===== config.mk =====
export PLATFORM = sky130hd
export DESIGN_NAME = bias_chain_probe
export DESIGN_NICKNAME = d
export VERILOG_FILES = /design/src/rtl/bcp_pkg.sv /design/src/rtl/bcp_fsm.sv /design/src/rtl/bcp_drive.sv /design/src/rtl/bcp_capture.sv /design/src/rtl/bias_chain_probe.sv
export SDC_FILE = /design/constraint.sdc
export NUM_CORES = 1
export LEC_CHECK = 0
export BUFFER_PORTS_ARGS = -buffer_cell sky130_fd_sc_hd__buf_2
export CORE_ASPECT_RATIO = 1.75
export CORE_MARGIN = 2
export CORE_UTILIZATION = 26
export CTS_CLUSTER_DIAMETER = 40
export DETAILED_ROUTE_END_ITERATION = 10
export GPL_ROUTABILITY_DRIVEN = 0
export SLEW_MARGIN = 20
export SYNTH_ARGS = -nofsm -noshare
export SYNTH_HDL_FRONTEND = slang
export SYNTH_SLANG_ARGS = --single-unit
export TNS_END_PERCENT = 100

===== constraint.sdc =====
create_clock -name clk_i -period 2.1 [get_ports clk_i]
set_input_delay 0.315 -clock clk_i [delete_from_list [all_inputs] [get_ports clk_i]]
set_output_delay 0.315 -clock clk_i [all_outputs]
set_load 0.1 [all_outputs]

===== src/rtl/bcp_pkg.sv =====
package bcp_pkg;
   typedef enum logic [2:0] {
      ST_IDLE,
      ST_ENABLE,
      ST_RISE,
      ST_HOLD_R,
      ST_FALL,
      ST_HOLD_F,
      ST_SNAP,
      ST_CLEAR
   } seq_st_t;
endpackage


===== src/rtl/bcp_fsm.sv =====
module bcp_fsm
   import bcp_pkg::*;
#(
   parameter int ENABLE_CYCLES = 1
) (
   input  logic    clk_i,
   input  logic    rst_ni,
   input  logic    start_i,
   output seq_st_t state_o,
   output logic    done_o
);
   localparam int CW = (ENABLE_CYCLES > 1) ? $clog2(ENABLE_CYCLES) : 1;
   localparam logic [CW-1:0] LAST = CW'(ENABLE_CYCLES - 1);

   seq_st_t st_q, st_d;
   logic [CW-1:0] cnt_q;
   logic done_q;

   always_comb begin
      st_d = st_q;
      unique case (st_q)
         ST_IDLE:   if (start_i) st_d = ST_ENABLE;
         ST_ENABLE: if (cnt_q == LAST) st_d = ST_RISE;
         ST_RISE:   st_d = ST_HOLD_R;
         ST_HOLD_R: st_d = ST_FALL;
         ST_FALL:   st_d = ST_HOLD_F;
         ST_HOLD_F: st_d = ST_SNAP;
         ST_SNAP:   st_d = ST_CLEAR;
         ST_CLEAR:  st_d = ST_IDLE;
         default:   st_d = ST_IDLE;
      endcase
   end

   always_ff @(posedge clk_i or negedge rst_ni) begin
      if (!rst_ni) begin
         st_q   <= ST_IDLE;
         cnt_q  <= '0;
         done_q <= 1'b0;
      end else begin
         st_q   <= st_d;
         done_q <= (st_q == ST_SNAP);
         if (st_q == ST_ENABLE && cnt_q != LAST) cnt_q <= cnt_q + 1'b1;
         else                                    cnt_q <= '0;
      end
   end

   assign state_o = st_q;
   assign done_o  = done_q;
endmodule


===== src/rtl/bcp_drive.sv =====
module bcp_drive
   import bcp_pkg::*;
(
   input  logic    rst_ni,
   input  seq_st_t state_i,
   output logic    nor_data_o,
   output logic    nor_en_o,
   output logic    nand_data_o,
   output logic    nand_en_o,
   output logic    sens_rst_no,
   output logic    busy_o
);
   logic open_w, high_w;

   always_comb begin
      open_w = 1'b0;
      high_w = 1'b0;
      unique case (state_i)
         ST_ENABLE, ST_FALL, ST_HOLD_F: open_w = 1'b1;
         ST_RISE, ST_HOLD_R: begin
            open_w = 1'b1;
            high_w = 1'b1;
         end
         default: ;
      endcase
   end

   assign nor_en_o    = ~open_w;
   assign nand_en_o   = open_w;
   assign nor_data_o  = high_w;
   assign nand_data_o = high_w;
   assign busy_o      = (state_i != ST_IDLE);
   assign sens_rst_no = rst_ni & (state_i != ST_CLEAR);
endmodule


===== src/rtl/bcp_capture.sv =====
module bcp_capture
   import bcp_pkg::*;
#(
   parameter int TAPS = 7
) (
   input  logic            clk_i,
   input  logic            rst_ni,
   input  seq_st_t         state_i,
   input  logic [TAPS-1:0] flag_i,
   output logic [TAPS-1:0] snap_o
);
   logic [TAPS-1:0] acc_q, snap_q;

   always_ff @(posedge clk_i or negedge rst_ni) begin
      if (!rst_ni) begin
         acc_q  <= '0;
         snap_q <= '0;
      end else begin
         unique case (state_i)
            ST_ENABLE:            acc_q  <= '0;
            ST_HOLD_R, ST_HOLD_F: acc_q  <= acc_q | flag_i;
            ST_SNAP:              snap_q <= acc_q;
            default: ;
         endcase
      end
   end

   assign snap_o = snap_q;
endmodule


===== src/rtl/bias_chain_probe.sv =====
module bias_chain_probe
   import bcp_pkg::*;
#(
   parameter int TAPS          = 7,
   parameter int ENABLE_CYCLES = 1
) (
   input  logic              clk_i,
   input  logic              rst_ni,
   input  logic              start_i,
   input  logic [TAPS-1:0]   nor_flag_i,
   input  logic [TAPS-1:0]   nand_flag_i,
   output logic              nor_data_o,
   output logic              nor_en_o,
   output logic              nand_data_o,
   output logic              nand_en_o,
   output logic              sens_rst_no,
   output logic              busy_o,
   output logic              done_o,
   output logic [2*TAPS-1:0] result_o
);
   localparam int CHAINS = 2;
   localparam int RW     = CHAINS * TAPS;

   if (TAPS < 1) begin : g_bad_taps
      $error("TAPS must be at least 1");
   end
   if (ENABLE_CYCLES < 1) begin : g_bad_en
      $error("ENABLE_CYCLES must be at least 1");
   end

   seq_st_t state_w;
   logic [RW-1:0] flags_w;

   assign flags_w = {nand_flag_i, nor_flag_i};

   bcp_fsm #(.ENABLE_CYCLES(ENABLE_CYCLES)) i_fsm (
      .clk_i   (clk_i),
      .rst_ni  (rst_ni),
      .start_i (start_i),
      .state_o (state_w),
      .done_o  (done_o)
   );

   bcp_drive i_drive (
      .rst_ni      (rst_ni),
      .state_i     (state_w),
      .nor_data_o  (nor_data_o),
      .nor_en_o    (nor_en_o),
      .nand_data_o (nand_data_o),
      .nand_en_o   (nand_en_o),
      .sens_rst_no (sens_rst_no),
      .busy_o      (busy_o)
   );

   for (genvar c = 0; c < CHAINS; c++) begin : g_chain
      bcp_capture #(.TAPS(TAPS)) i_cap (
         .clk_i   (clk_i),
         .rst_ni  (rst_ni),
         .state_i (state_w),
         .flag_i  (flags_w[c*TAPS +: TAPS]),
         .snap_o  (result_o[c*TAPS +: TAPS])
      );
   end
endmodule


# Word level (Yosys, flattened, before mapping)
# Cells that the tools add are included.
[totals] out_inout_bits=21 input_bits=17 elab_cells=38 reg_bits=33
[op_classes] n_eq_ne=10 addsub=1 reduce_logical=8 n_mux=8 n_bitwise=4
[ops] operator="$pmux 7 s2" n=2
[ops] operator="$pmux 3 s8" n=1
[ops] operator="$or 7x7->7" n=2
[ops] operator="$eq 3x3->1 const B" n=4
[ops] operator="$eq 3x2->1 const B" n=2
[ops] operator="$mux 3" n=2
[ops] operator="$reduce_or 5->1" n=1
[ops] operator="$ne 2x2->1 const B" n=2
[ops] operator="$reduce_or 2->1" n=2
[ops] operator="$eq 3x1->1 const B" n=1
[ops] operator="$logic_not 3->1" n=1
[ops] operator="$mux 1" n=3
[ops] operator="$ne 3x3->1 const B" n=1
[ops] operator="$reduce_bool 3->1" n=1
[ops] operator="$reduce_and 2->1" n=1
[ops] operator="$reduce_bool 2->1" n=1
[ops] operator="$add 1x1->1 const B" n=1
[ops] operator="$and 1x1->1" n=1
[ops] operator="$logic_and 1x1->1" n=1
[ops] operator="$not 1->1" n=1

# Logic depth before layout (Yosys ltp)
# Gate-level depths: netlist (run 1).
[depth] depth_word=4 ltp_mapped=7 ltp_nobuf=5

# Modules after synthesis
# Synthesis (run 1) repeated with hierarchy kept, for this count alone.
[hier_totals] cells_unflattened=108 hier_area_um2=1440.1
[modules_own_cells] module="bcp_capture" n_inst=2 seq_area_each_um2=350.3 cells_per_inst=38 area_per_inst_um2=560.5
[modules_own_cells] module="bcp_fsm" n_inst=1 seq_area_each_um2=125.1 cells_per_inst=24 area_per_inst_um2=267.8
[modules_own_cells] module="bcp_drive" n_inst=1 seq_area_each_um2=0.0 cells_per_inst=8 area_per_inst_um2=51.3

# Worst setup path before layout (run 1)
# No wires, ideal clock.
[synth_timing] kind="flip-flop to output port" startpoint="register i_fsm.st_q[0], in the netlist i_fsm.state_o[0]" endpoint="output port nor_en_o" path_stages_with_launch=6 t_required_ps=1785 path_buffers=0 t_arrival_ps=3498 slack_ps=-1713 cell_sequence="dfrtp_1 > inv_1 > ha_1 > nor2_1 > nor2_1 > a211oi_1"
[synth_via] elab_chain_len=4 word_cells_on_any_way=8 cone_classes="eq/ne (5); mux (1); bitwise (1); reduce/logical (1)"
[synth_rtl] item="from (decl)" line="bcp_fsm.sv:15" text="seq_st_t st_q, st_d;"
[synth_rtl] item="from (signal assigned)" line="bcp_fsm.sv:40" text="st_q <= st_d;"
[synth_rtl] item="$eq 3x3->1 (tied with other cells)" line="bcp_drive.sv:18" text="unique case (state_i)"
[synth_rtl] item="$reduce_or 5->1 (no line) (*)"
[synth_rtl] item="$mux 1 (*)" line="bcp_drive.sv:18"
[synth_rtl] item="$not 1->1 (*)" line="bcp_drive.sv:28" text="assign nor_en_o = ~open_w;"
[synth_rtl] item="to (decl)" line="bias_chain_probe.sv:13" text="output logic nor_en_o,"
# Every way passes the cells marked *; elsewhere a longest branch is shown, timed or not.

# Worst setup path in the final report (run 1)
[layout_timing] startpoint="register i_fsm.st_q[0], in the netlist i_fsm.state_o[0]" endpoint="output port nand_data_o"
[layout_via] elab_chain_len=3 word_cells_on_any_way=4 cone_classes="eq/ne (2); mux (1); reduce/logical (1)"
[layout_rtl] item="$eq 3x2->1" line="bcp_drive.sv:18"
[layout_rtl] item="$reduce_or 2->1 (*)" line="bcp_drive.sv:18"
[layout_rtl] item="$mux 1 (*)" line="bcp_drive.sv:18"
[layout_rtl] item="to (decl)" line="bias_chain_probe.sv:14" text="output logic nand_data_o,"
# Marks and branches as above.

==> impl_metrics.py, run 1 <==
metrics = {
    "clock_tree": {
        "cts_htree_levels": 2,
        "clock_path_buffers": 2,
        "post-cts-setup-buffers": 0,
        "cts_root_buffer": "clkbuf_8",
        "clkTransAtPathRegs_ps": 70,
        "clkSinkCount": 33,
        "cts_tree": "done",
        "cts_buffers": 5,
        "clock_latency_ps": 280,
    },
    "synthesis": {
        "synth_seq_cells": 33,
        "synth_cell_types": 23,
        "synthCells": 122,
        "synthesis.nets": 143,
        "synth_area_um2": 1490,
        "yosysSeqAreaShare": 0.554,
        "syn_area_per_cell_um2": 12.2,
        "ys_warn_count": 0,
    },
    "grt": {
        "grt_max_degree": 34,
        "grt_pass1_vias": 1090,
        "grt_usage": 0.107,
        "globalRouteOverflowTotal": 0,
        "antenna_found_initial": 0,
        "grt_pass1_wl_um": 5210,
    },
    "drt": {
        "drc": 0,
        "vias": 1018,
        "dr.first_iter.drc_count": 2,
        "ant_nets": 0,
        "vias_per_cell": 4.26,
        "wl_per_cell_um": 12.7,
        "routed_wl_um": 3030,
        "drtPass1Iterations": 4,
    },
    "setup_path": {
        "critical_path.max_fanout": 4,
        "ff2ff_path_depth": 5,
        "crit_path_end_kind": "output port",
        "crit_path_start_kind": "flop",
        "worstPathArrival_ps": 1680,
        "r2r_slack_ps": 430,
        "worstReg2RegEnd": "i_fsm.state_o[1]",
        "worstSetupPathType": "reg -> out",
        "required_ps": 1780,
        "r2r-start": "i_fsm.state_o[1]",
    },
    "die": {
        "core_um2": 5540,
        "chipWidth_um": 61.2,
        "rows": 36,
        "start_util": 0.269,
        "die_h_um": 104,
        "die_area_um2": 6380,
        "io_pins": 38,
    },
    "final_layout": {
        "antenna_cells": 0,
        "areaGrowthSynthToFinish_pct": 27.7,
        "fillers": 576,
        "instances_no_fill": 239,
        "layout.nets": 185,
        "drive_above_1_share": 0.442,
        "design_area_um2": 1900,
    },
    "sta": {
        "hold_viol_final": 0,
        "setup_ws_ps": 109,
        "final_max_slew_viol_count": 0,
        "post-route-min-period_ps": 1990,
        "finalSetupViolCount": 0,
        "fin_crit_sh": 0.948,
        "finalClockSkew_ps": 7.04,
        "tightest_slew_ps": 562,
        "maxSlewHeadroom": 0.625,
        "max_freq_mhz": 502,
        "rsz0062_at_grt": "no",
    },
    "place": {
        "io_buffers": 37,
        "dpl.hpwl_um": 2180,
        "dpl-instance-area_um2": 1830,
        "dpl_worst_slack_ps": 338,
        "dp_cells": 233,
    },
    "hold_path": {
        "min_path_type": "in -> async",
    },
    "flow_run": {
        "cap_viol_max_count": 0,
    },
    "outcome": {
        "status": "completed",
    },
}
-- per-layer routing --
metal  GRT usage  vias to the layer above  part of all wire
li1            -                      494                 -
met1       0.129                      498              0.41
met2       0.174                       20              0.53
met3      0.0299                        6             0.045
met4      0.0419                        0             0.021
met5           0                        -                 0
-- kinds of logic after synthesis --
group                      count (synthesis)  share of synthesized area
other                                      1                    0.00252
DFF                                       33                      0.554
and+or+nand+nor                           24                     0.0982
adders and majority gates                  4                     0.0336
buffers and inverters                     10                     0.0420
muxes                                     16                      0.143
AOI/OAI and AO/OA                         34                      0.127
-- worst max-delay path, cell delays in order, from the launching register on --
cell and delay (ps):
dfrtp_1 400, inv_1 110, ha_1 240, nor2_2 70
nor2_4 130, buf_2 450
-- through the flow --
stage | util | TNS [ps] | hold slack (ps)
floorplan | - | -143 | 19.4
global placement | 0.330 | 0 | 404
detailed placement | 0.330 | 0 | 407
CTS | 0.343 | 0 | 104
global route | 0.343 | 0 | 128
finish | 0.343 | 0 | 87.4
-- what timing repair did --
action | in CTS | in global routing
endpoints found under the setup margin | 0 | 2
endpoints found under the hold margin | 0 | 0
resized for setup | 0 | 1
hold buffers | 0 | 0
-- worst max-delay path by stage --
stage / cells after the start / endpoint / start / slack [ps]
CTS: 6 / nand_en_o / i_fsm.state_o[0] / 30
finish: 5 / nand_data_o / i_fsm.state_o[0] / 110
detailed placement: 6 / nand_en_o / i_fsm.state_o[0] / 340
global route: 5 / nand_data_o / i_fsm.state_o[0] / 20
global placement: 5 / nand_en_o / i_fsm.state_o[0] / 380
floorplan: 4 / nor_en_o / i_fsm.state_o[0] / -120
-- layout make-up --
class                      instances  area [um2]  share of cell area
multi-input combinational         79         629               0.331
clock buffer                       5        68.8              0.0362
clock inverter                     1        5.00             0.00263
sequential                        33         826               0.434
tap                               76        95.1              0.0500
timing repair buffer              42         268               0.141
inverter                           3        11.3             0.00592
-- sequential cells by signal (all words and copies together) (netlist names) --
signal,flops
g_chain.i_cap.acc_q,14
g_chain.i_cap.snap_o,14
i_fsm.state_o,3
i_fsm.cnt_q,1
i_fsm.done_o,1
-- placed cells by master (no fill, tap or decap), drive strengths merged --
master,instances
clkinv,1
a21boi,1
a211o,1
conb,1
buf,42
dfrtp,33
nor2,5
or2b,1
mux2,15
ha,4
nand2,2
inv,3
o32ai,1
a21oi,29
nand2b,16
mux2i,1
a211oi,2
clkbuf,5
-- synth_stat cells, drive strengths merged --
cell	instances	area share
buf	7	0.034
ha	4	0.034
dfrtp	33	0.55
mux2	15	0.14
inv	3	0.0076
nor2	5	0.014
mux2i	1	0.0067
a211o	1	0.0059
o32ai	1	0.0059
a21boi	1	0.0050
a21oi	29	0.10
nand2	2	0.0067
conb	1	0.0025
nand2b	16	0.072
a211oi	2	0.010
or2b	1	0.0050
Power of run 1 is not shown: default switching activity piles up to over one toggle a cycle in this logic, so the estimate is an artifact.
==> inputs of run 2 (changes only) <==
==> constraint.sdc (replaced) <==
create_clock -name clk_i -period 2.1 [get_ports clk_i]
set_input_delay 0.63 -clock clk_i [delete_from_list [all_inputs] [get_ports clk_i]]
set_output_delay 0.63 -clock clk_i [all_outputs]
set_load 0.1 [all_outputs]
==> run 2 against run 1 <==
  * The run now ends with setup timing left
  * Sequential share of layout area shrank 2.6 points
  * Critical path type unchanged
  * Register-to-register slack lost 160 ps
  * Cell count grew 1.3%
  * Highest routed layer unchanged
  * Via count grew 3.7%
  * First-iteration DRC count grew to 3.5 times the previous value
  * Cell area grew 6.9%
  * Die area is the same
  * Global-route usage grew 1.5 points
  * Critical path depth is the same
  * Clock skew shrank 4.2 ps
  * Worst setup slack lost 190 ps
==> impl_metrics.py, run 2 (synthesized netlist as in run 1, its figures left out) <==
metrics = {
    "grt": {
        "grt_pass1_wl_um": 5690,
        "globalRouteOverflowTotal": 0,
        "grt_max_degree": 34,
        "grt_usage": 0.122,
        "grt_pass1_vias": 1161,
        "antenna_found_initial": 0,
    },
    "setup_path": {
        "critPathTopFamily": "flip-flops",
        "slowest_delay_ps": 450,
        "crit_path_frequent_cell": "nor2_4",
        "critical_path.max_fanout": 5,
        "worstSetupPathType": "reg -> out",
        "required_ps": 1470,
        "crit_path_end_kind": "output port",
        "crit_slowest_cell": "dfrtp_2",
        "path_cells": "ha_4, nor2_4, nor2_4, a211o_4, buf_12",
        "critical_path_buf_inv_count": 1,
        "crit_path_start_kind": "flop",
        "worstPathArrival_ps": 1560,
    },
    "drt": {
        "dr.first_iter.drc_count": 7,
        "routed_wl_um": 3340,
        "wl_per_cell_um": 13.8,
        "vias": 1056,
        "ant_nets": 0,
        "vias_per_cell": 4.36,
        "drc": 0,
        "drtPass1Iterations": 6,
    },
    "sta": {
        "fin_crit_sh": 1.04,
        "finalSetupViolCount": 5,
        "rsz0062_at_grt": "yes",
        "final_max_slew_viol_count": 0,
        "tightest_slew_ps": 622,
        "maxSlewHeadroom": 0.585,
        "finalClockSkew_ps": 2.85,
        "hold_viol_final": 0,
        "max_freq_mhz": 457,
        "post-route-min-period_ps": 2190,
        "setup_ws_ps": -85.9,
        "holdWs_ps": 398,
    },
    "die": {
        "chipWidth_um": 61.2,
        "die_h_um": 104,
        "die_area_um2": 6380,
        "start_util": 0.269,
        "io_pins": 38,
        "core_um2": 5540,
        "rows": 36,
    },
    "clock_tree": {
        "cts_htree_levels": 2,
        "clock_path_buffers": 2,
        "clkSinkCount": 33,
        "cts_tree": "done",
        "clock_latency_ps": 280,
        "clkTransAtPathRegs_ps": 70,
        "cts_root_buffer": "clkbuf_8",
        "cts_buffers": 5,
    },
    "place": {
        "dpl.hpwl_um": 2240,
        "io_buffers": 37,
    },
    "outcome": {
        "status": "finished, violations left",
        "violations": "setup timing",
    },
    "final_layout": {
        "layout.nets": 187,
        "mostFrequentLayoutCell": "buf_2",
        "areaGrowthSynthToFinish_pct": 36.5,
        "drive_above_1_share": 0.494,
        "layout_common_cells": "31 x buf_2, 30 x dfrtp_1, 28 x a21oi_1",
        "antenna_cells": 0,
    },
    "flow_run": {
        "cap_viol_max_count": 0,
    },
    "hold_path": {
        "min_path_type": "in -> async",
    },
}
## run 2: changes by cell type in the layout (fill, tap and decap cells not counted), moves of 2 or more
cell / delta
buf_4: +2
ha_1: -4
dfrtp_2: +3
buf_2: -3
buf_12: +3
dfrtp_1: -3
ha_4: +3
## run 2: cell type report
type | count | area (um2)
Fill cell | 547 | 3510
Tap cell | 76 | 95.1
Multi-Input combinational cell | 79 | 682
Timing Repair Buffer | 44 | 328
Sequential cell | 33 | 830
Inverter | 3 | 13.8
Clock buffer | 7 | 86.3
## run 2: final timing paths
check / startpoint / endpoint / slack (ps) / cells after the start
max: i_fsm.state_o[1] / nand_en_o / -90 / 5
min: rst_ni / g_chain[1].i_cap.snap_o[6] / 400 / 2
max reg2reg: i_fsm.state_o[1] / i_fsm.state_o[1] / 270 / 6
min reg2reg: g_chain[0].i_cap.snap_o[4] / g_chain[0].i_cap.snap_o[4] / 510 / 1
max in group asynchronous: rst_ni / i_fsm.state_o[0] / 1370 / 2
min in group clk_i: g_chain[0].i_cap.snap_o[4] / g_chain[0].i_cap.snap_o[4] / 510 / 1
## run 2: routing by layer
metal,vias to the layer above,part of all wire,wire [um],track usage
met1,524,0.38,1270,0.142
li1,499,-,-,-
met4,0,0.022,73,0.0559
met2,27,0.54,1810,0.196
met5,-,0,0,0
met3,6,0.055,183,0.0410
## run 2: timing repair
item                       4_1_cts  5_1_grt
setup buffers                    2        1
setup endpoints to repair        5        6
pin swaps                        2        1
hold buffers                     0        0
gates resized for setup          3        5
cloned                           0        0
## run 2: stage by stage
stage	instances	area (um2)	worst slack (ps)	TNS, ps	util
4_1_cts	241	2010	-125	-454	0.363
2_1_floorplan	122	1550	-318	-766	-
3_5_place_dp	232	1890	161	0	0.342
5_1_grt	242	2030	-133	-581	0.367
6_report	242	2030	-85.9	-279	0.367
3_3_place_gp	232	1890	175	0	0.342
Power of run 2 is left out for the same reason.
